File: config.mk
export PLATFORM = sky130hd
export DESIGN_NAME = serial_regport
export DESIGN_NICKNAME = d
export VERILOG_FILES = /design/src/rtl/sp_pkg.sv /design/src/rtl/sp_sync.sv /design/src/rtl/sp_edge.sv /design/src/rtl/sp_regfile.sv /design/src/rtl/sp_ctrl.sv /design/src/rtl/serial_regport.sv
export SDC_FILE = /design/constraint.sdc
export NUM_CORES = 1
export LEC_CHECK = 0
export ABC_AREA = 1
export BUFFER_PORTS_ARGS = -buffer_cell sky130_fd_sc_hd__buf_4
export CORE_MARGIN = 1.5
export CORE_UTILIZATION = 58
export CTS_BUF_LIST = sky130_fd_sc_hd__clkbuf_16
export CTS_CLUSTER_DIAMETER = 40
export DETAILED_ROUTE_END_ITERATION = 8
export HOLD_SLACK_MARGIN = 0.12
export MAX_ROUTING_LAYER = met4
export PLACE_DENSITY = 0.77
export SYNTH_ARGS = -nofsm -noshare
export SYNTH_HDL_FRONTEND = slang
export SYNTH_SLANG_ARGS = --single-unit
File: constraint.sdc
create_clock -name clk -period 2.4 [get_ports clk]
set_input_delay 0.36 -clock clk [delete_from_list [all_inputs] [get_ports clk]]
set_output_delay 0.36 -clock clk [all_outputs]
set_load 0.005 [all_outputs]
File: src/rtl/sp_pkg.sv
`timescale 1ns/1ps
// Package: shared types for the serial register port.
// Holds the control state encoding and the fixed bit position of the
// direction flag in the command byte. The other field positions follow
// from the address width and are derived in the controller.
package sp_pkg;

    typedef enum logic [2:0] {
        ST_CMD,   // collecting the command byte
        ST_WR,    // collecting write data bytes
        ST_RD,    // driving read data bytes
        ST_END,   // access finished, waiting for chip select to rise
        ST_IGN    // reserved command, transfer ignored
    } sp_state_t;

    localparam int CMD_DIR_POS = 0;    // 1 = read, 0 = write
    localparam int CMD_ADDR_POS = 1;   // address field starts here

endpackage

File: src/rtl/sp_sync.sv
`timescale 1ns/1ps
// Module: sp_sync
// Multi-bit level synchronizer. Each bit of async_i passes through
// STAGES flops clocked by clk. It assumes the inputs are independent
// slow levels, so every bit arrives with the same latency of STAGES
// cycles. Each bit has its own reset value.
module sp_sync #(
    parameter int WIDTH = 3,
    parameter int STAGES = 2,
    parameter logic [WIDTH-1:0] RST_VAL = '0
) (
    input  logic             clk,
    input  logic             rst_n,
    input  logic [WIDTH-1:0] async_i,
    output logic [WIDTH-1:0] level_o
);

    logic [WIDTH-1:0] chain [STAGES];

    generate
        for (genvar s = 0; s < STAGES; s++) begin : g_stage
            if (s == 0) begin : g_first
                // first capture flop of every bit
                always_ff @(posedge clk) begin
                    if (!rst_n) chain[0] <= RST_VAL;
                    else        chain[0] <= async_i;
                end
            end else begin : g_next
                // further metastability filtering stage
                always_ff @(posedge clk) begin
                    if (!rst_n) chain[s] <= RST_VAL;
                    else        chain[s] <= chain[s-1];
                end
            end
        end
    endgenerate

    assign level_o = chain[STAGES-1];

endmodule

File: src/rtl/sp_edge.sv
`timescale 1ns/1ps
// Module: sp_edge
// Edge detector for a synchronized level. rise_o and fall_o each pulse
// for one clk cycle in the cycle where level_i is first seen changed.
// It assumes level_i is already synchronous to clk.
module sp_edge #(
    parameter logic IDLE_VAL = 1'b0
) (
    input  logic clk,
    input  logic rst_n,
    input  logic level_i,
    output logic rise_o,
    output logic fall_o
);

    logic prev;

    // remember last cycle's level
    always_ff @(posedge clk) begin
        if (!rst_n) prev <= IDLE_VAL;
        else        prev <= level_i;
    end

    assign rise_o = level_i & ~prev;
    assign fall_o = ~level_i & prev;

endmodule

File: src/rtl/sp_regfile.sv
`timescale 1ns/1ps
// Module: sp_regfile
// Register file with one synchronous write port and two combinational
// read ports. One read port is for the serial controller and one is for
// the local logic. Every entry resets to zero. It assumes at most one
// write per cycle.
module sp_regfile #(
    parameter int ADDR_W = 5,
    parameter int DATA_W = 8
) (
    input  logic              clk,
    input  logic              rst_n,
    input  logic              we,
    input  logic [ADDR_W-1:0] waddr,
    input  logic [DATA_W-1:0] wdata,
    input  logic [ADDR_W-1:0] raddr_a,
    output logic [DATA_W-1:0] rdata_a,
    input  logic [ADDR_W-1:0] raddr_b,
    output logic [DATA_W-1:0] rdata_b
);

    localparam int DEPTH = 1 << ADDR_W;

    logic [DATA_W-1:0] mem [DEPTH];

    // clear on reset, otherwise store one byte per write strobe
    always_ff @(posedge clk) begin
        if (!rst_n) begin
            for (int i = 0; i < DEPTH; i++) mem[i] <= '0;
        end else if (we) begin
            mem[waddr] <= wdata;
        end
    end

    assign rdata_a = mem[raddr_a];
    assign rdata_b = mem[raddr_b];

endmodule

File: src/rtl/sp_ctrl.sv
`timescale 1ns/1ps
// Module: sp_ctrl
// Serial transfer controller. It decodes the LSB-first command byte,
// collects write bytes, and launches read bits. It also sequences burst
// addresses up to separate read and write limits. All inputs are
// synchronous to clk. sample_ev and launch_ev are single-cycle event
// pulses, and both are already gated by chip select. Whenever cs_act is
// low, the controller holds its idle state.
module sp_ctrl
    import sp_pkg::*;
#(
    parameter int ADDR_W = 5,
    parameter int DATA_W = 8,
    parameter int RD_LAST = 21,
    parameter int WR_LAST = 22
) (
    input  logic              clk,
    input  logic              rst_n,
    input  logic              cs_act,
    input  logic              sample_ev,
    input  logic              launch_ev,
    input  logic              sdi_s,
    input  logic [DATA_W-1:0] rf_rdata,
    output logic              rf_we,
    output logic [ADDR_W-1:0] rf_waddr,
    output logic [DATA_W-1:0] rf_wdata,
    output logic [ADDR_W-1:0] rf_raddr,
    output logic              sdo_d,
    output logic              sdo_oe,
    output sp_state_t         state_o,
    output logic              burst_o
);

    localparam int CMD_W = ADDR_W + 3;
    localparam int CMD_RSV_POS = ADDR_W + 1;
    localparam int CMD_BURST_POS = ADDR_W + 2;
    localparam int MAX_W = (CMD_W > DATA_W) ? CMD_W : DATA_W;
    localparam int CNT_W = $clog2(MAX_W + 1);
    localparam int IDX_W = (DATA_W > 1) ? $clog2(DATA_W) : 1;
    localparam logic [CNT_W-1:0] CMD_LAST = CNT_W'(CMD_W - 1);
    localparam logic [CNT_W-1:0] DAT_LAST = CNT_W'(DATA_W - 1);
    localparam logic [CNT_W-1:0] TX_DONE = CNT_W'(DATA_W);
    localparam logic [CNT_W-1:0] CNT_ONE = CNT_W'(1);
    localparam logic [ADDR_W-1:0] RD_END = ADDR_W'(RD_LAST);
    localparam logic [ADDR_W-1:0] WR_END = ADDR_W'(WR_LAST);
    localparam logic [ADDR_W-1:0] ADDR_ONE = ADDR_W'(1);

    sp_state_t         state;
    logic [CMD_W-1:0]  cmd_sh;
    logic [CMD_W-1:0]  cmd_next;
    logic [DATA_W-1:0] dat_sh;
    logic [DATA_W-1:0] dat_next;
    logic [CNT_W-1:0]  bit_cnt;
    logic [CNT_W-1:0]  tx_idx;
    logic [ADDR_W-1:0] addr;
    logic              burst;

    // next shift contents with the new bit entering at the top (LSB first)
    always_comb begin
        cmd_next = {sdi_s, cmd_sh[CMD_W-1:1]};
        dat_next = {sdi_s, dat_sh[DATA_W-1:1]};
    end

    // write strobe on the capture of a byte's last bit; read address looks ahead at byte end
    always_comb begin
        rf_we    = cs_act && sample_ev && (state == ST_WR) && (bit_cnt == DAT_LAST);
        rf_waddr = addr;
        rf_wdata = dat_next;
        rf_raddr = (tx_idx == TX_DONE) ? (addr + ADDR_ONE) : addr;
    end

    // transfer sequencing: command decode, data capture, bit launch
    always_ff @(posedge clk) begin
        if (!rst_n || !cs_act) begin
            state   <= ST_CMD;
            cmd_sh  <= '0;
            dat_sh  <= '0;
            bit_cnt <= '0;
            tx_idx  <= '0;
            addr    <= '0;
            burst   <= 1'b0;
            sdo_d   <= 1'b0;
            sdo_oe  <= 1'b0;
        end else begin
            case (state)
                ST_CMD: begin
                    if (sample_ev) begin
                        cmd_sh <= cmd_next;
                        if (bit_cnt == CMD_LAST) begin
                            bit_cnt <= '0;
                            burst   <= cmd_next[CMD_BURST_POS];
                            addr    <= cmd_next[CMD_BURST_POS] ? '0
                                       : cmd_next[CMD_ADDR_POS +: ADDR_W];
                            if (cmd_next[CMD_RSV_POS])      state <= ST_IGN;
                            else if (cmd_next[CMD_DIR_POS]) state <= ST_RD;
                            else                            state <= ST_WR;
                        end else begin
                            bit_cnt <= bit_cnt + CNT_ONE;
                        end
                    end
                end
                ST_WR: begin
                    if (sample_ev) begin
                        dat_sh <= dat_next;
                        if (bit_cnt == DAT_LAST) begin
                            bit_cnt <= '0;
                            if (burst && (addr != WR_END)) addr <= addr + ADDR_ONE;
                            else                           state <= ST_END;
                        end else begin
                            bit_cnt <= bit_cnt + CNT_ONE;
                        end
                    end
                end
                ST_RD: begin
                    if (launch_ev) begin
                        if (tx_idx != TX_DONE) begin
                            sdo_d  <= rf_rdata[tx_idx[IDX_W-1:0]];
                            sdo_oe <= 1'b1;
                            tx_idx <= tx_idx + CNT_ONE;
                        end else if (burst && (addr != RD_END)) begin
                            addr   <= addr + ADDR_ONE;
                            sdo_d  <= rf_rdata[0];
                            tx_idx <= CNT_ONE;
                        end else begin
                            state  <= ST_END;
                            sdo_oe <= 1'b0;
                        end
                    end
                end
                default: begin
                end
            endcase
        end
    end

    assign state_o = state;
    assign burst_o = burst;

endmodule

File: src/rtl/serial_regport.sv
`timescale 1ns/1ps
// Module: serial_regport
// Top level of the serial register access port. It synchronizes chip
// select, serial clock and serial data into clk. It turns the selected
// serial clock edges into capture and launch events, and drives the
// controller and the register file. It assumes clk runs several times
// faster than sclk; at least 2*SYNC_STAGES+2 clk cycles per sclk phase
// are needed so each bit is seen.
module serial_regport
    import sp_pkg::*;
#(
    parameter int ADDR_W = 5,
    parameter int DATA_W = 8,
    parameter int SYNC_STAGES = 2,
    parameter int RD_LAST = 21,
    parameter int WR_LAST = 22
) (
    input  logic              clk,
    input  logic              rst_n,
    input  logic              cs_n,
    input  logic              sclk,
    input  logic              sdi,
    input  logic              in_edge_sel,
    input  logic              out_edge_sel,
    output logic              sdo_d,
    output logic              sdo_oe,
    input  logic [ADDR_W-1:0] lcl_addr,
    output logic [DATA_W-1:0] lcl_rdata
);

    localparam int SYNC_W = 3;
    localparam logic [SYNC_W-1:0] SYNC_RST = 3'b100;  // chip select idles high

    logic [SYNC_W-1:0] pins_s;
    logic              cs_act;
    logic              sclk_rise;
    logic              sclk_fall;
    logic              sample_ev;
    logic              launch_ev;
    logic              rf_we;
    logic [ADDR_W-1:0] rf_waddr;
    logic [DATA_W-1:0] rf_wdata;
    logic [ADDR_W-1:0] rf_raddr;
    logic [DATA_W-1:0] rf_rdata;
    sp_state_t         ctrl_state;
    logic              ctrl_burst;

    sp_sync #(
        .WIDTH   (SYNC_W),
        .STAGES  (SYNC_STAGES),
        .RST_VAL (SYNC_RST)
    ) u_sync (
        .clk     (clk),
        .rst_n   (rst_n),
        .async_i ({cs_n, sclk, sdi}),
        .level_o (pins_s)
    );

    sp_edge #(
        .IDLE_VAL (1'b0)
    ) u_edge (
        .clk     (clk),
        .rst_n   (rst_n),
        .level_i (pins_s[1]),
        .rise_o  (sclk_rise),
        .fall_o  (sclk_fall)
    );

    // map the static edge selects onto capture and launch events
    always_comb begin
        cs_act    = ~pins_s[2];
        sample_ev = cs_act & (in_edge_sel ? sclk_fall : sclk_rise);
        launch_ev = cs_act & (out_edge_sel ? sclk_rise : sclk_fall);
    end

    sp_ctrl #(
        .ADDR_W  (ADDR_W),
        .DATA_W  (DATA_W),
        .RD_LAST (RD_LAST),
        .WR_LAST (WR_LAST)
    ) u_ctrl (
        .clk       (clk),
        .rst_n     (rst_n),
        .cs_act    (cs_act),
        .sample_ev (sample_ev),
        .launch_ev (launch_ev),
        .sdi_s     (pins_s[0]),
        .rf_rdata  (rf_rdata),
        .rf_we     (rf_we),
        .rf_waddr  (rf_waddr),
        .rf_wdata  (rf_wdata),
        .rf_raddr  (rf_raddr),
        .sdo_d     (sdo_d),
        .sdo_oe    (sdo_oe),
        .state_o   (ctrl_state),
        .burst_o   (ctrl_burst)
    );

    sp_regfile #(
        .ADDR_W (ADDR_W),
        .DATA_W (DATA_W)
    ) u_rf (
        .clk     (clk),
        .rst_n   (rst_n),
        .we      (rf_we),
        .waddr   (rf_waddr),
        .wdata   (rf_wdata),
        .raddr_a (rf_raddr),
        .rdata_a (rf_rdata),
        .raddr_b (lcl_addr),
        .rdata_b (lcl_rdata)
    );

endmodule

==> impl_metrics.tcl <==
set metrics [dict create \
    status "finished with violations" \
    violations "negative setup slack" \
    first_pass_iters 8 \
    pin_count 22 \
    p_leak_nw 8.23 \
    path_class "reg -> out" \
    yosys_warnings 0 \
    hpwlAfterDp_um 37800 \
    fin_worst_skew_ps 10.6 \
    clock-sinks 296 \
    synth_nets 2071 \
    wirelength_um 58400 \
    wire_per_inst_um 22.3 \
    yosysMostFrequentCell "nand2_1" \
    start_util_pct 58.9 \
    rows 61 \
    finalSetupTns_ps -473 \
    finalHoldViolCount 0 \
    synthDistinctLibCells 38 \
    ant_nets 0 \
    grt_pass1_vias 14661 \
    period_needed_ps 2570 \
    crit_fanout 2 \
    drv_cap 0 \
    period_share_pct 107 \
    hold_class "in -> reg" \
    syn_to_final_growth_pct 25.9 \
    cp.arrival_ps 2210 \
    post-synth-top-area-cell "edfxtp_1" \
    core-area_mm2 0.0278 \
    tightest_slew_ps 802 \
    cts-buffers-inserted 39 \
    wl_met1_um 22000 \
    ir_worst_vdd_mv 0.906 \
    via_count 15930 \
    rsz0062_at_grt "true" \
    synth_edf_count 256 \
    htreeDepth 2 \
    vias_per_cell 6.08 \
    drv_slew 0 \
    ys_ff_latch 296 \
    async_flop_share_pct 0 \
    yosys-top-cells-area "edfxtp_1 47%, nand2_1 8.9%, nor2_1 7.0%, nand3_1 6.6%, o21ai_0 5.8%" \
    dieHeight_um 171 \
    drtIter0Drc 2470 \
    relSlewSlack_pct 46.5 \
    holdWs_ps 262 \
    synth-main-ff-cell "edfxtp_1" \
    dieArea_mm2 0.0292 \
    cts_buffer_depth 3 \
    seq_area_frac_synth_pct 51.9 \
    nNetsFinal 2234 \
    clk_latency_ps 530 \
    max_freq_ghz 0.389 \
    io_buffers 21 \
    syn_area_per_cell_um2 7.97 \
    synth_cells 2052 \
    root_buffer "clkbuf_16" \
    grt_max_degree 55 \
    power.density_mw_per_mm2 614 \
    timing.final.ws_setup_ps -171 \
    gp_congestion 1.00 \
    setup_viol 6 \
    overflow 0 \
    highest_layer "met4" \
    layout-drive-gt1-share_pct 18.6 \
    met2_length_um 26400 \
    track_usage_pct 40.1 \
    grt_pass1_wl_um 84000 \
    start_kind "register" \
    path_clk_slew_ps 60 \
    critPathCaptureType "primary output" \
    synth_top_area_share_pct 47.0 \
    syn_area_mm2 0.0164 \
    required_ps 2040 \
    synth_commonest_cells "388 x nand2_1, 305 x nor2_1, 256 x edfxtp_1" \
    wl_met3_um 7160 \
    drcViolationCount 0 \
    cts_tree "yes" \
    antenna_found_initial 1 \
    die_w_um 171 \
]
==> where the power goes <==
group / leakage, nW / total (mW) / internal (mW) / switching, mW
combinational: 4.80 / 1.07 / 0.391 / 0.678
clock: 0.644 / 5.66 / 3.44 / 2.22
sequential: 2.79 / 5.92 / 5.79 / 0.126
total: 8.23 / 12.7 / 9.63 / 3.02
==> final cells by class <==
type / count / area (um^2)
Sequential cell: 296 / 8490
Fill cell: 2135 / 7180
Multi-Input combinational cell: 1391 / 6830
Timing Repair Buffer: 252 / 2650
Clock buffer: 41 / 1030
Inverter: 235 / 893
Tap cell: 378 / 473
Clock inverter: 27 / 243
Antenna cell: 1 / 2.50
==> flip-flops by register name, indices dropped and copies added (netlist names) <==
register	count
u_ctrl.cmd_sh	7
u_ctrl.bit_cnt	4
u_edge.prev	1
u_ctrl.dat_sh	7
u_rf.mem	256
u_ctrl.state_o	3
u_ctrl.burst_o	1
u_sync.chain	6
u_ctrl.rf_waddr	5
u_ctrl.tx_idx	4
u_ctrl.sdo_d	1
u_ctrl.sdo_oe	1
==> worst paths after layout <==
path / start / endpoint / slack, ps / cells after the start
setup reg to reg: u_ctrl.tx_idx[1]$_SDFFE_PP0P_ / u_ctrl.sdo_d$_SDFFE_PP0P_ / -90 / 17
hold / removal: rst_n / u_sync.chain[1][2]$_SDFF_PN1_ / 260 / 3
hold reg to reg: u_sync.chain[0][2]$_SDFF_PN1_ / u_sync.chain[1][2]$_SDFF_PN1_ / 420 / 1
setup / recovery: u_rf.mem[26][3]$_SDFFCE_PN0P_ / lcl_rdata[3] / -170 / 10
==> through the flow <==
stage	std cells	power, mW	area (um^2)	utilization (%)	worst slack (ps)
final	2621	12.7	20600	74.2	-171
after global routing	2621	12.9	20600	74.2	-210
after CTS	2599	12.6	20000	71.9	-112
after detailed placement	2506	6.95	18200	65.4	-212
after global placement	2506	6.93	18200	65.4	-170
after floorplan	2052	6.49	16400	-	24.5
==> cells by family after synthesis <==
| kind of cell | count (synthesis) | share of synthesized area [%] |
|---|---|---|
| AOI/OAI and AO/OA | 437 | 14.3 |
| xor gates and xnor gates | 3 | 0.161 |
| adders and majority gates | 7 | 0.535 |
| buffers and inverters | 366 | 9.18 |
| DFF | 296 | 51.9 |
| and+or+nand+nor | 943 | 24.0 |
==> routing by layer <==
layer	up-vias	global-route usage, %
met1	7359	51.5
li1	7212	-
met2	1138	61.3
met3	221	7.36
met5	-	-
met4	0	19.5
==> critical path, stage by stage, from the launching register on <==
cell and delay (ps):
edfxtp_1 400, o21ai_1 160, a21oi_1 60, a21oi_1 150
a21oi_1 90, o21ai_1 150, nand2_1 100, a31oi_2 210
buf_4 190, a31oi_4 40, buf_6 140
==> layout by cell type (no fill, tap or decap), types with 4 or more instances in the layout <==
| cell | n |
|---|---|
| a21oi_1 | 153 |
| a31oi_4 | 4 |
| dfxtp_2 | 4 |
| a211oi_1 | 4 |
| inv_2 | 15 |
| inv_6 | 6 |
| o21ai_0 | 148 |
| o21ai_4 | 4 |
| buf_12 | 32 |
| nand2_2 | 26 |
| nor3_1 | 12 |
| buf_4 | 187 |
| nand2_1 | 356 |
| a31oi_1 | 9 |
| o211ai_1 | 33 |
| dfxtp_1 | 36 |
| a21oi_2 | 6 |
| nand3_2 | 10 |
| nand3_1 | 205 |
| o21ai_1 | 57 |
| clkinv_2 | 6 |
| inv_1 | 219 |
| o21ai_2 | 6 |
| clkinv_1 | 7 |
| a32oi_2 | 4 |
| ha_1 | 5 |
| nand3b_1 | 5 |
| nor2_1 | 304 |
| nand2_4 | 8 |
| o22ai_1 | 5 |
| buf_6 | 15 |
| bufbuf_16 | 4 |
| edfxtp_1 | 256 |
| nor2_4 | 6 |
| clkbuf_16 | 48 |
==> timing repair <==
item	4_1_cts	5_1_grt
buffers inserted	15	16
hold buffers	3	0
cloned	7	7
endpoints found under the hold margin	3	0
gates resized for setup	54	114
endpoints found under the setup margin	203	508
pin swaps	12	34
No activity file was read; power rests on OpenSTA's default activity.
